**src/rtl/key_wdog_pkg.sv**
```systemverilog
package key_wdog_pkg;
  localparam logic [4:0] OFF_KEY = 5'h00;
  localparam logic [4:0] OFF_PRE = 5'h04;
  localparam logic [4:0] OFF_RLD = 5'h08;
  localparam logic [4:0] OFF_STS = 5'h0C;
  localparam logic [4:0] OFF_EWC = 5'h14;

  localparam logic [15:0] KEY_RUN  = 16'hCCCC;
  localparam logic [15:0] KEY_FEED = 16'hAAAA;
  localparam logic [15:0] KEY_OPEN = 16'h5555;
  localparam logic [15:0] KEY_SHUT = 16'h0000;

  localparam int EWC_EN_BIT  = 15;
  localparam int EWC_ACK_BIT = 14;
endpackage

```
**src/rtl/key_wdog_stage.sv**
```systemverilog
module key_wdog_stage #(
  parameter int W        = 12,
  parameter int BUSY_CYC = 4,
  parameter logic [W-1:0] RST_VAL = '0
) (
  input  logic         clk_i,
  input  logic         rst_ni,
  input  logic         wr_i,
  input  logic [W-1:0] wdata_i,
  output logic [W-1:0] shadow_o,
  output logic [W-1:0] active_o,
  output logic         busy_o
);
  localparam int CW = $clog2(BUSY_CYC + 1);
  localparam logic [CW-1:0] LOAD = CW'(BUSY_CYC);

  logic [CW-1:0] cnt_q;

  always_ff @(posedge clk_i or negedge rst_ni) begin
    if (!rst_ni) begin
      shadow_o <= RST_VAL;
      active_o <= RST_VAL;
      cnt_q    <= '0;
    end else if (wr_i) begin
      shadow_o <= wdata_i;
      cnt_q    <= LOAD;
    end else if (cnt_q != '0) begin
      cnt_q <= cnt_q - 1'b1;
      if (cnt_q == CW'(1)) active_o <= shadow_o;
    end
  end

  assign busy_o = (cnt_q != '0);


  act_hold_chk: assert property (@(posedge clk_i) disable iff (!rst_ni)
    busy_o |-> $stable(active_o));
endmodule

```
**src/rtl/key_wdog_core.sv**
```systemverilog
module key_wdog_core #(
  parameter int PRE_W   = 4,
  parameter int RLD_W   = 12,
  parameter int PRE_MAX = 8
) (
  input  logic             clk_i,
  input  logic             rst_ni,
  input  logic             start_i,
  input  logic             feed_i,
  input  logic [PRE_W-1:0] pre_code_i,
  input  logic [RLD_W-1:0] rld_i,
  input  logic [RLD_W-1:0] cmp_i,
  output logic             rst_req_o,
  output logic             warn_o
);
  localparam int PC_W = PRE_MAX + 2;
  localparam logic [PRE_W-1:0] CODE_TOP = PRE_W'(PRE_MAX);

  logic             run_q;
  logic [RLD_W-1:0] cnt_q;
  logic [PC_W-1:0]  pc_q;
  logic [PRE_W-1:0] code_c;
  logic [PC_W-1:0]  lim;
  logic             tick;

  always_comb begin
    code_c = (pre_code_i > CODE_TOP) ? CODE_TOP : pre_code_i;
    lim    = {PC_W{1'b1}} >> (CODE_TOP - code_c);
  end

  assign tick   = run_q && (pc_q >= lim);
  assign warn_o = tick && !feed_i && (cnt_q != '0) && ((cnt_q - 1'b1) == cmp_i);

  always_ff @(posedge clk_i or negedge rst_ni) begin
    if (!rst_ni) begin
      run_q     <= 1'b0;
      cnt_q     <= '1;
      pc_q      <= '0;
      rst_req_o <= 1'b0;
    end else begin
      run_q     <= run_q | start_i;
      rst_req_o <= tick && !feed_i && (cnt_q == '0);
      if (feed_i) begin
        cnt_q <= rld_i;
        pc_q  <= '0;
      end else if (tick) begin
        pc_q  <= '0;
        cnt_q <= (cnt_q == '0) ? rld_i : cnt_q - 1'b1;
      end else if (run_q) begin
        pc_q <= pc_q + 1'b1;
      end
    end
  end


  run_kept_chk: assert property (@(posedge clk_i) disable iff (!rst_ni)
    run_q |=> run_q);

  pulse_once_chk: assert property (@(posedge clk_i) disable iff (!rst_ni)
    rst_req_o |=> !rst_req_o);

  pulse_run_chk: assert property (@(posedge clk_i) disable iff (!rst_ni)
    rst_req_o |-> run_q);
endmodule

```
**src/rtl/key_wdog_regs.sv**
```systemverilog
module key_wdog_regs
  import key_wdog_pkg::*;
#(
  parameter int PRE_W    = 4,
  parameter int RLD_W    = 12,
  parameter int BUSY_CYC = 4
) (
  input  logic             clk_i,
  input  logic             rst_ni,
  input  logic             req_i,
  input  logic             we_i,
  input  logic [4:0]       addr_i,
  input  logic [31:0]      wdata_i,
  output logic [31:0]      rdata_o,
  input  logic             warn_i,
  output logic             start_o,
  output logic             feed_o,
  output logic [PRE_W-1:0] pre_act_o,
  output logic [RLD_W-1:0] rld_act_o,
  output logic [RLD_W-1:0] cmp_o,
  output logic             irq_o
);
  logic             wr, key_wr, unlock_q, pre_wr, rld_wr, ewc_wr, ack;
  logic [15:0]      key;
  logic [PRE_W-1:0] pre_sh;
  logic [RLD_W-1:0] rld_sh;
  logic             pre_busy, rld_busy, ew_en_q;

  assign wr      = req_i && we_i;
  assign key     = wdata_i[15:0];
  assign key_wr  = wr && (addr_i == OFF_KEY);
  assign start_o = key_wr && (key == KEY_RUN);
  assign feed_o  = key_wr && (key == KEY_FEED);
  assign pre_wr  = wr && unlock_q && (addr_i == OFF_PRE);
  assign rld_wr  = wr && unlock_q && (addr_i == OFF_RLD);
  assign ewc_wr  = wr && unlock_q && (addr_i == OFF_EWC);
  assign ack     = wr && (addr_i == OFF_EWC) && wdata_i[EWC_ACK_BIT];

  always_ff @(posedge clk_i or negedge rst_ni) begin
    if (!rst_ni) begin
      unlock_q <= 1'b0;
      ew_en_q  <= 1'b0;
      cmp_o    <= '0;
      irq_o    <= 1'b0;
    end else begin
      if (key_wr && key == KEY_OPEN) unlock_q <= 1'b1;
      else if (key_wr && key == KEY_SHUT) unlock_q <= 1'b0;
      if (ewc_wr) begin
        ew_en_q <= wdata_i[EWC_EN_BIT];
        cmp_o   <= wdata_i[RLD_W-1:0];
      end
      // a fresh warning outranks a same-cycle acknowledge
      irq_o <= (warn_i && ew_en_q) || (irq_o && !ack);
    end
  end

  key_wdog_stage #(.W(PRE_W), .BUSY_CYC(BUSY_CYC), .RST_VAL('0)) u_pre (
    .clk_i, .rst_ni, .wr_i(pre_wr), .wdata_i(wdata_i[PRE_W-1:0]),
    .shadow_o(pre_sh), .active_o(pre_act_o), .busy_o(pre_busy));

  key_wdog_stage #(.W(RLD_W), .BUSY_CYC(BUSY_CYC), .RST_VAL('1)) u_rld (
    .clk_i, .rst_ni, .wr_i(rld_wr), .wdata_i(wdata_i[RLD_W-1:0]),
    .shadow_o(rld_sh), .active_o(rld_act_o), .busy_o(rld_busy));

  always_comb begin
    rdata_o = '0;
    if (req_i && !we_i) begin
      unique case (addr_i)
        OFF_PRE: rdata_o[PRE_W-1:0] = pre_sh;
        OFF_RLD: rdata_o[RLD_W-1:0] = rld_sh;
        OFF_STS: rdata_o[1:0]       = {rld_busy, pre_busy};
        OFF_EWC: begin
          rdata_o[EWC_EN_BIT]  = ew_en_q;
          rdata_o[RLD_W-1:0]   = cmp_o;
        end
        default: rdata_o = '0;
      endcase
    end
  end


  locked_pre_chk: assert property (@(posedge clk_i) disable iff (!rst_ni)
    (wr && !unlock_q && addr_i == OFF_PRE) |=> $stable(pre_sh));

  locked_rld_chk: assert property (@(posedge clk_i) disable iff (!rst_ni)
    (wr && !unlock_q && addr_i == OFF_RLD) |=> $stable(rld_sh));

  irq_hold_chk: assert property (@(posedge clk_i) disable iff (!rst_ni)
    (irq_o && !ack) |=> irq_o);
endmodule

```
**src/rtl/key_wdog.sv**
```systemverilog
module key_wdog #(
  parameter int PRE_W    = 4,
  parameter int RLD_W    = 12,
  parameter int PRE_MAX  = 8,
  parameter int BUSY_CYC = 4
) (
  input  logic        clk_i,
  input  logic        rst_ni,
  input  logic        req_i,
  input  logic        we_i,
  input  logic [4:0]  addr_i,
  input  logic [31:0] wdata_i,
  output logic [31:0] rdata_o,
  output logic        rst_req_o,
  output logic        irq_o
);
  logic             start, feed, warn;
  logic [PRE_W-1:0] pre_act;
  logic [RLD_W-1:0] rld_act, cmp;

  key_wdog_regs #(.PRE_W(PRE_W), .RLD_W(RLD_W), .BUSY_CYC(BUSY_CYC)) u_regs (
    .clk_i, .rst_ni, .req_i, .we_i, .addr_i, .wdata_i, .rdata_o,
    .warn_i(warn), .start_o(start), .feed_o(feed),
    .pre_act_o(pre_act), .rld_act_o(rld_act), .cmp_o(cmp), .irq_o);

  key_wdog_core #(.PRE_W(PRE_W), .RLD_W(RLD_W), .PRE_MAX(PRE_MAX)) u_core (
    .clk_i, .rst_ni, .start_i(start), .feed_i(feed),
    .pre_code_i(pre_act), .rld_i(rld_act), .cmp_i(cmp),
    .rst_req_o, .warn_o(warn));
endmodule

```
**config.mk**
```make
export PLATFORM = sky130hd
export DESIGN_NAME = key_wdog
export DESIGN_NICKNAME = d
export VERILOG_FILES = /design/src/rtl/key_wdog_pkg.sv /design/src/rtl/key_wdog_stage.sv /design/src/rtl/key_wdog_core.sv /design/src/rtl/key_wdog_regs.sv /design/src/rtl/key_wdog.sv
export SDC_FILE = /design/constraint.sdc
export NUM_CORES = 1
export LEC_CHECK = 0
export ABC_AREA = 0
export BUFFER_PORTS_ARGS = -buffer_cell sky130_fd_sc_hd__buf_2
export CAP_MARGIN = 10
export CORE_MARGIN = 4
export CORE_UTILIZATION = 50
export CTS_CLUSTER_DIAMETER = 120
export DETAILED_ROUTE_END_ITERATION = 7
export PLACE_DENSITY = 0.69
export SLEW_MARGIN = 40
export SYNTH_ARGS = -nofsm -noshare
export SYNTH_HDL_FRONTEND = slang
export SYNTH_SLANG_ARGS = --single-unit
```
**constraint.sdc**
```tcl
create_clock -name clk_i -period 3.5 [get_ports clk_i]
set_clock_uncertainty 0.1 [all_clocks]
set_input_delay 0.35 -clock clk_i [delete_from_list [all_inputs] [get_ports clk_i]]
set_output_delay 0.35 -clock clk_i [all_outputs]
set_load 0.03 [all_outputs]
```
Word-level counts from Yosys, hierarchy flattened
Index checks and enable logic that the tools add are counted.
- register bits: 77
- input port bits: 41
- output and inout bits: 34
- add/subtract/negate cells: 5
- $lt $le $gt $ge: 2
- eq/ne operators: 10
- shift-type cells: 1
- mux-type cells: 18
- bitwise gates (word level): 3
- reduce and logical (&&, ||, !) cells: 37
- operator list (kind ; count):
    two-way mux 12 bit ; 3
    == test 16 bit, second input constant ; 2
    two-way mux 10 bit ; 3
    logical AND 1 bit ; 20
    == test 16 x 15 -> 1 bit, second input constant ; 1
    zero test 16 bit ; 1
    two-way mux 16 bit ; 1
    one-hot mux 8 bit (2 select lines) ; 1
    == test 12 bit ; 1
    zero test 12 bit ; 1
    two-way mux 3 bit ; 4
    nonzero test 12 bit ; 1
    subtractor 12 x 1 -> 12 bit, second input constant ; 1
    adder 10 x 1 -> 10 bit, second input constant ; 1
    == test 5 x 4 -> 1 bit, second input constant ; 2
    greater-or-equal comparator 10 bit ; 1
    right shift 10 x 4 -> 10 bit, first input constant ; 1
    nonzero test 3 bit ; 3
    one-hot mux 2 bit (4 select lines) ; 1
    nonzero test 2 bit ; 4
    == test 3 x 1 -> 1 bit, second input constant ; 2
    one-hot mux 2 bit (3 select lines) ; 1
    AND reduction 3 bit ; 2
    subtractor 3 x 1 -> 3 bit, second input constant ; 2
    11 further kinds ; 16

Logic depth before layout (Yosys ltp)
Gate-level depths: netlist of the first run.
- depth after elaboration: 11
- depth in mapped cells: 14
- mapped depth without buffers: 13

By module
A second synthesis of the first run with hierarchy kept.
- cells, all modules: 470
- area total of the unflattened synthesis: 4938.5 sq um
- by module, submodules not included (module ; instances ; cells each ; area an instance (sq um) ; seq. area each (sq um)):
    key_wdog_core ; 1 ; 251 ; 2159.6 ; 615.6
    key_wdog_regs ; 1 ; 117 ; 1168.6 ; 375.4
    key_wdog_stage at u_regs.u_rld ; 1 ; 68 ; 1118.6 ; 705.7
    key_wdog_stage at u_regs.u_pre ; 1 ; 34 ; 491.7 ; 275.3

Worst setup path before layout of the first run
OpenSTA, ideal clock, no wires.
- path kind: flip-flop to flip-flop
- start: register u_regs.u_pre.active_o[3]
- end: register u_core.cnt_q[10]
- arrival: 2.900 ns
- required time: 3.320 ns
- path slack: 0.420 ns
- cell stages (with the launch flop): 14
- path buffers: 0
- period minus slack after synthesis: 3.080 ns
- cell sequence: dfrtp_1 nor2b_1 inv_1 ha_1 xnor2_1 and2_1 nand2_1 ha_1 and4_1 nand2_1 o221ai_1 a21oi_1 or4_1 o2111a_1
- word-level cells in the longest chain between the ends: 7
- RTL lines (what ; line ; source):
    start: declaration ; key_wdog_stage.sv:11 ; output logic [W-1:0] active_o,
    start signal: assignment ; key_wdog_stage.sv:29 ; if (cnt_q == CW'(1)) active_o <= shadow_o;
    > comparator 4 bit ; key_wdog_core.sv:27 ; code_c = (pre_code_i > CODE_TOP) ? CODE_TOP : pre_code_i;
    two-way mux 4 bit * ; key_wdog_core.sv:27 ;
    subtractor 4 bit * ; key_wdog_core.sv:28 ; lim = {PC_W{1'b1}} >> (CODE_TOP - code_c);
    right shift 10 x 4 -> 10 bit * ; key_wdog_core.sv:28 ;
    greater-or-equal comparator 10 bit * ; key_wdog_core.sv:31 ; assign tick = run_q && (pc_q >= lim);
    logical AND 1 bit * ; key_wdog_core.sv:31 ;
    nonzero test 2 bit (no source line) * ; n/a ;
    end signal: assignment ; key_wdog_core.sv:44 ; cnt_q <= rld_i;
    end signal: assignment ; key_wdog_core.sv:48 ; cnt_q <= (cnt_q == '0) ? rld_i : cnt_q - 1'b1;
    end: declaration ; key_wdog_core.sv:20 ; logic [RLD_W-1:0] cnt_q;
Every way passes the cells marked *; elsewhere a longest branch is shown, timed or not.
A chain may end at the register's enable or synchronous reset.

Worst setup path after layout of the first run
- start: register u_regs.u_pre.active_o[3]
- end: register u_core.cnt_q[1]
The elaborated chain is that of the path after synthesis.

==> results of run 1 <==
[layout make-up]
class / count / area share, %
clock inverter: 6 / 1.09
sequential: 77 / 37.3
multi-input combinational: 360 / 49.7
tap: 129 / 3.05
clock buffer: 10 / 2.82
timing repair buffer: 47 / 4.99
inverter: 15 / 1.06
[through the flow]
stage / total power [mW] / std cells / setup slack [ps] / utilization, % / hold WS [ps]
CTS: 2.56 / 644 / 79.9 / 56.6 / 144
global route: 2.72 / 644 / 30.1 / 56.7 / 150
floorplan: 1.68 / 492 / 420 / - / -45.6
global placement: 1.81 / 627 / 222 / 54.2 / 373
finish: 2.56 / 644 / 210 / 56.7 / 150
detailed placement: 1.85 / 627 / 112 / 54.3 / 332
[metal layers]
layer	track usage (%)	part of all wire (%)	vias to the layer above	routed length, um
li1	-	-	1763	-
met5	0	0	-	0
met3	3.76	5.4	15	608
met4	6.75	1.4	0	157
met2	32.5	47	119	5270
met1	29.0	46	1824	5170
[cells by family (layout without fill, tap and decap cells)]
logic type / Yosys count / count (layout) / synth area share [%]
AOI/OAI and AO/OA: 77 / 77 / 11.2
xor gates and xnor gates: 27 / 27 / 4.89
adders and majority gates: 22 / 22 / 5.70
buffers and inverters: 55 / 78 / 6.40
DFF: 77 / 77 / 40.8
muxes: 52 / 52 / 12.1
other: 1 / 19 / 0.0776
and+or+nand+nor: 163 / 163 / 18.9
[registers in the layout, summed over array words and instances (netlist names)]
signal	flops
u_regs.u_rld.cnt_q	3
u_core.run_q	1
u_core.pc_q	10
u_regs.u_rld.shadow_o	12
u_regs.u_rld.active_o	12
u_regs.unlock_q	1
u_regs.ew_en_q	1
u_regs.cmp_o	12
u_regs.u_pre.shadow_o	4
u_regs.u_pre.cnt_q	3
u_core.rst_req_o	1
u_core.cnt_q	12
u_regs.u_pre.active_o	4
u_regs.irq_o	1
[cells in the final DEF (no fill, tap or decap), types with 3 or more instances in the layout]
cell       n
buf_4      7
a21oi_1   10
nor2_1    33
dfstp_2   36
and2_1     6
o21ai_0   19
ha_1      22
xor2_1    12
nand3_1    8
or4_1      3
nor4b_1    4
a22oi_1   13
nand2b_1   5
buf_2     38
a221o_1    3
nand2_1   46
nor3_1    10
mux2_2    50
xnor2_1   15
a31oi_1    6
nor2_2     3
inv_6      4
nand4_1   17
clkbuf_8   9
or4_4      4
inv_1     15
nor4_1     7
conb_1    19
dfrtp_1   41
and3_1     3
nor4_4     3
[critical path, cell delays in order (launching register included)]
cell and delay [ps]:
dfrtp_1 410, nor2b_1 170, inv_1 90, ha_1 220, xnor2_1 210, and2_1 200, nand2_1 70, ha_1 290
and4_1 280, nand2_1 80, o221ai_1 280, nand2_1 230, nand2_4 220, mux2_2 360
[repair_timing]
action,CTS,global route
endpoints found under the hold margin,41,0
endpoints found under the setup margin,0,4
hold buffers,1,0
gates resized for setup,0,3
[where the power goes]
group | switching (mW) | total, mW | internal (mW)
logic | 0.454 | 0.753 | 0.299
clock network | 0.391 | 0.712 | 0.321
registers | 0.107 | 1.10 | 0.990
[worst paths after layout]
check,end
worst max-delay path,u_core.cnt_q[1]$_DFFE_PN1P_
worst min-delay path,u_regs.ew_en_q$_DFFE_PN0P_
worst max register to register,u_core.cnt_q[1]$_DFFE_PN1P_
worst min register to register,u_regs.irq_o$_DFF_PN0_
max in group asynchronous,u_core.pc_q[9]$_DFFE_PN0P_
min in group asynchronous,u_regs.cmp_o[9]$_DFFE_PN0P_
==> flow_summary_export.csv, run 1 <==
group,metric,value,unit
floorplan,design.die.area,0.0113,mm^2
worst_setup_path,arrival,3470,ps
worst_setup_path,cp-end-kind,"flop",
sta,fin_crit_sh,94.0,%
cts,worstSkewPairLatency,360,ps
sta,worst_pin_slew,707,ps
sta,final_hold_viol_count,0,
synth,ys_types,61,
drt,wl_per_cell,17.4,um
floorplan,ios,75,
placed_design,io_buffers,39,
finish,diodes,0,
worst_hold_path,min_path_cells,2,
synth,synthTopCellsByCount,"mux2_2 (50), nand2_1 (46), dfrtp_1 (41)",
grt,antenna_found_initial,0,
grt,grtUsageTotal,20.7,%
drt,first_pass_iters,4,
synth,yosys.area.top_type_share,21.2,%
cts,ctsHtreeMaxLevel,3,
synth,yosysSeqAreaShare,40.8,%
cts,cts_setup_buffers,0,
sta,clock.fmax,0.304,GHz
synth,post_synth.cell_area_avg,10.2,um^2
sta,rsz0062_at_grt,"no",
floorplan,die_w,106,um
placed_design,dpl-instance-area,0.00506,mm^2
finish,multi_input_area,0.00263,mm^2
flow_run,maxCapViolCount,0,
finish,layout-drive-gt1-share,32.4,%
grt,grt_max_degree,78,
worst_setup_path,ff2ff_path_depth,13,
sta,finalSetupViolCount,0,
cts,clockBufferDepth,2,
pwr,peakVddDrop,0.272,mV
synth,async_reset_ff_share,100,%
cts,numCtsBuffers,9,
cts,clkSlewWorstSetupHoldPaths,90,ps
worst_setup_path,crit_start,"u_regs.u_pre.active_o[3]$_DFFE_PN0P_",
placed_design,place.gp.congestion,0.874,
finish,layout.nets,573,
drt,ant_nets,0,
grt,grt_pass1_wl,18600,um
pwr,powerDensity,484,mW/mm^2
synth,synth_flop_cell,"dfrtp_1",
drt,vias,3721,
worst_setup_path,required,3680,ps
worst_hold_path,hold_start,"wdata_i[15]",
placed_design,dpl.hpwl,8260,um
finish,final-seq-area,0.00197,mm^2
grt,overflow,0,
finish,area_delta_synth_final,9.45,%
sta,drv_slew,0,
floorplan,fp.dieH,106,um
cts,root_buffer,"clkbuf_8",
cts,cts.sinks,77,
worst_setup_path,r2r-start,"u_regs.u_pre.active_o[3]$_DFFE_PN0P_",
drt,wirelength,11200,um
synth,syn_inst,474,
grt,first_global_vias,3655,
finish,fin_area,0.00529,mm^2
synth,yosysMostFrequentCell,"mux2_2",
drt,vias_per_cell,5.78,
synth,ys_warn_count,0,
worst_hold_path,hp-class,"input pin to flop",
floorplan,fp-row-count,35,
worst_setup_path,start_kind,"flop",
sta,min_period,3290,ps
drt,drcViolationCount,0,
floorplan,start_util,51.8,%
synth,synth_area,0.00483,mm^2
synth,ys_ff_latch,77,
finish,nFillCells,811,
floorplan,fp.coreArea,0.00933,mm^2
sta,slew_headroom,52.8,%
synth,synth_top_area_cell,"dfrtp_1",
sta,tns,0,ps
worst_setup_path,criticalPathCategory,"flop to flop",
drt,drtIter0Drc,195,
worst_setup_path,reg2reg_slack,210,ps
worst_setup_path,cp_max_fo,11,
cts,tritoncts,"yes",
outcome,outcome,"finished clean",
pwr,leakage,2.38,nW
synth,synth.area.top_cells,"dfrtp_1 (21%), dfstp_2 (20%), mux2_2 (12%), ha_1 (5.7%), nand2_1 (3.6%)",
synth,synth_edf_count,0,
(Power assumes the default switching activity.)
==> run 2: changes to the inputs <==
- PLACE_DENSITY: 0.69 -> 0.71
- clock period: 3.5 -> 2.9 ns (I/O delays scaled with it)
==> flow_summary_export.csv, run 2 (synthesized netlist as in run 1, its figures left out) <==
group,metric,value,unit
finish,mostFrequentLayoutCells,"mux2_2 (49), dfrtp_1 (41), nand2_1 (39)",
flow_run,maxCapViolCount,0,
finish,area_delta_synth_final,21.4,%
floorplan,start_util,51.8,%
worst_setup_path,slowest_delay,380,ps
worst_setup_path,cp_common_cell,"buf_4",
floorplan,fp-row-count,35,
pwr,peakVddDrop,0.319,mV
grt,first_global_vias,3732,
floorplan,fp.coreArea,0.00933,mm^2
worst_setup_path,cp-end-kind,"flop",
outcome,outcome,"finished with violations",
cts,cts.sinks,77,
pwr,clockPowerShare,24.4,%
floorplan,die_w,106,um
worst_setup_path,arrival,3200,ps
drt,vias_per_cell,5.74,
sta,slew_headroom,39.6,%
worst_setup_path,required,3080,ps
grt,grt_pass1_wl,19200,um
drt,wirelength,11900,um
grt,grtUsageTotal,21.4,%
worst_setup_path,crit_path_top_delay_cell,"dfrtp_1",
floorplan,ios,75,
sta,whs,118,ps
pwr,sw_frac_of_total,35.9,%
finish,layout.nets,599,
worst_setup_path,cp_top_family,"compound AO/OA/AOI/OAI gates",
placed_design,place.gp.congestion,0.853,
placed_design,io_buffers,39,
drt,drtIter0Drc,202,
finish,layout-drive-gt1-share,43.3,%
cts,clockBufferDepth,2,
finish,diodes,0,
drt,vias,3845,
finish,multi_input_area,0.00296,mm^2
sta,drv_slew,0,
sta,clock.fmax,0.331,GHz
sta,fin_crit_sh,104,%
grt,antenna_found_initial,0,
sta,final_hold_viol_count,0,
worst_setup_path,start_kind,"flop",
worst_setup_path,cp_max_fo,5,
pwr,finalPower,3.75,mW
cts,worstSkewPairLatency,350,ps
pwr,power_frac_seq,35.3,%
finish,final_core_util,62.9,%
drt,first_pass_iters,6,
worst_setup_path,worstPathCellList,"nor2b_2 -> buf_4 -> buf_4 -> ha_1 -> nand2_2 -> ha_4 -> and4_4 -> nand2_2 -> o221ai_4 -> a21oi_4 -> buf_4 -> o311a_1 -> a221o_1",
cts,numCtsBuffers,9,
sta,worst_pin_slew,907,ps
pwr,powerDensity,639,mW/mm^2
drt,ant_nets,0,
finish,final_common_cell,"mux2_2",
pwr,switching_power,1.35,mW
pwr,combPwrFrac,40.3,%
placed_design,place_ws,-173,ps
worst_setup_path,reg2reg_slack,-120,ps
floorplan,fp.dieH,106,um
grt,overflow,0,
worst_hold_path,hp-class,"input pin to flop",
cts,ctsHtreeMaxLevel,3,
outcome,violations,"negative setup slack",
grt,grt_max_degree,78,
sta,finalSetupViolCount,20,
sta,worst_slack,-118,ps
cts,clkSlewWorstSetupHoldPaths,90,ps
sta,min_period,3020,ps
finish,nFillCells,752,
worst_setup_path,path_buf_inv,3,
pwr,p_int,2.40,mW
worst_setup_path,criticalPathCategory,"flop to flop",
sta,rsz0062_at_grt,"yes",
pwr,leakage,2.58,nW
cts,tritoncts,"yes",
drt,drcViolationCount,0,
placed_design,dpl.hpwl,8330,um
floorplan,design.die.area,0.0113,mm^2
finish,final-seq-area,0.00197,mm^2
cts,root_buffer,"clkbuf_8",
drt,wl_per_cell,17.8,um
==> run 2: worst paths after layout <==
| check | end | cells past startpoint | from |
|---|---|---|---|
| max in group asynchronous | u_core.pc_q[0]$_DFFE_PN0P_ | 2 | rst_ni |
| min in group asynchronous | u_regs.cmp_o[4]$_DFFE_PN0P_ | 2 | rst_ni |
| max reg2reg | u_core.cnt_q[5]$_DFFE_PN1P_ | 13 | u_regs.u_pre.active_o[0]$_DFFE_PN0P_ |
| min | u_regs.cmp_o[11]$_DFFE_PN0P_ | 2 | wdata_i[11] |
| max | u_core.cnt_q[5]$_DFFE_PN1P_ | 13 | u_regs.u_pre.active_o[0]$_DFFE_PN0P_ |
| min reg2reg | u_regs.irq_o$_DFF_PN0_ | 2 | u_regs.irq_o$_DFF_PN0_ |
==> run 2: worst reg2reg max path: cells and delay by family, from the launching register on <==
family	cells	cell delay, ps
AOI/OAI and AO/OA	4	900
adders and majority gates	2	650
buffers and inverters	3	410
DFF	1	380
and+or+nand+nor	4	520
==> run 2: power groups by stage <==
| stage | clock (mW) | combinational [mW] | sequential [mW] |
|---|---|---|---|
| 2_1_floorplan | 0 | 0.791 | 1.26 |
| 3_3_place_gp | 0 | 0.974 | 1.33 |
| 3_5_place_dp | 0 | 1.02 | 1.33 |
| 4_1_cts | 0.935 | 1.18 | 1.32 |
| 5_1_grt | 0.989 | 1.64 | 1.34 |
| 6_report | 0.917 | 1.51 | 1.32 |
==> run 2: area by class of cell <==
type                       count  share of cell area (%)
clock buffer                  10                    2.18
clock inverter                 6                    1.60
inverter                      15                   0.960
multi-input combinational    360                    50.4
sequential                    77                    33.6
tap                          129                    2.75
timing repair buffer          73                    8.49
==> run 2: metrics by stage <==
| step | std cells | setup TNS (ps) | area [um^2] |
|---|---|---|---|
| CTS | 666 | -139 | 5630 |
| global route | 670 | -3570 | 5870 |
| floorplan | 492 | 0 | 4920 |
| detailed placement | 644 | -1870 | 5210 |
| finish | 670 | -1100 | 5870 |
| global placement | 644 | -506 | 5210 |
==> run 2: per-layer routing <==
metal  up-vias  part of all wire [%]  track usage (%)
li1       1808                     -                -
met1      1878                    44             30.2
met2       138                    49             34.7
met3        21                   5.6             3.16
met4         0                   1.4             5.27
met5         -                     0                0
==> run 2: what timing repair did <==
action | 4_1_cts | 5_1_grt
pin swaps | 23 | 11
resized for setup | 31 | 41
hold buffers | 1 | 0
gates cloned | 0 | 0
endpoints found under the setup margin | 24 | 24
hold endpoints to repair | 41 | 0
setup buffers | 5 | 4
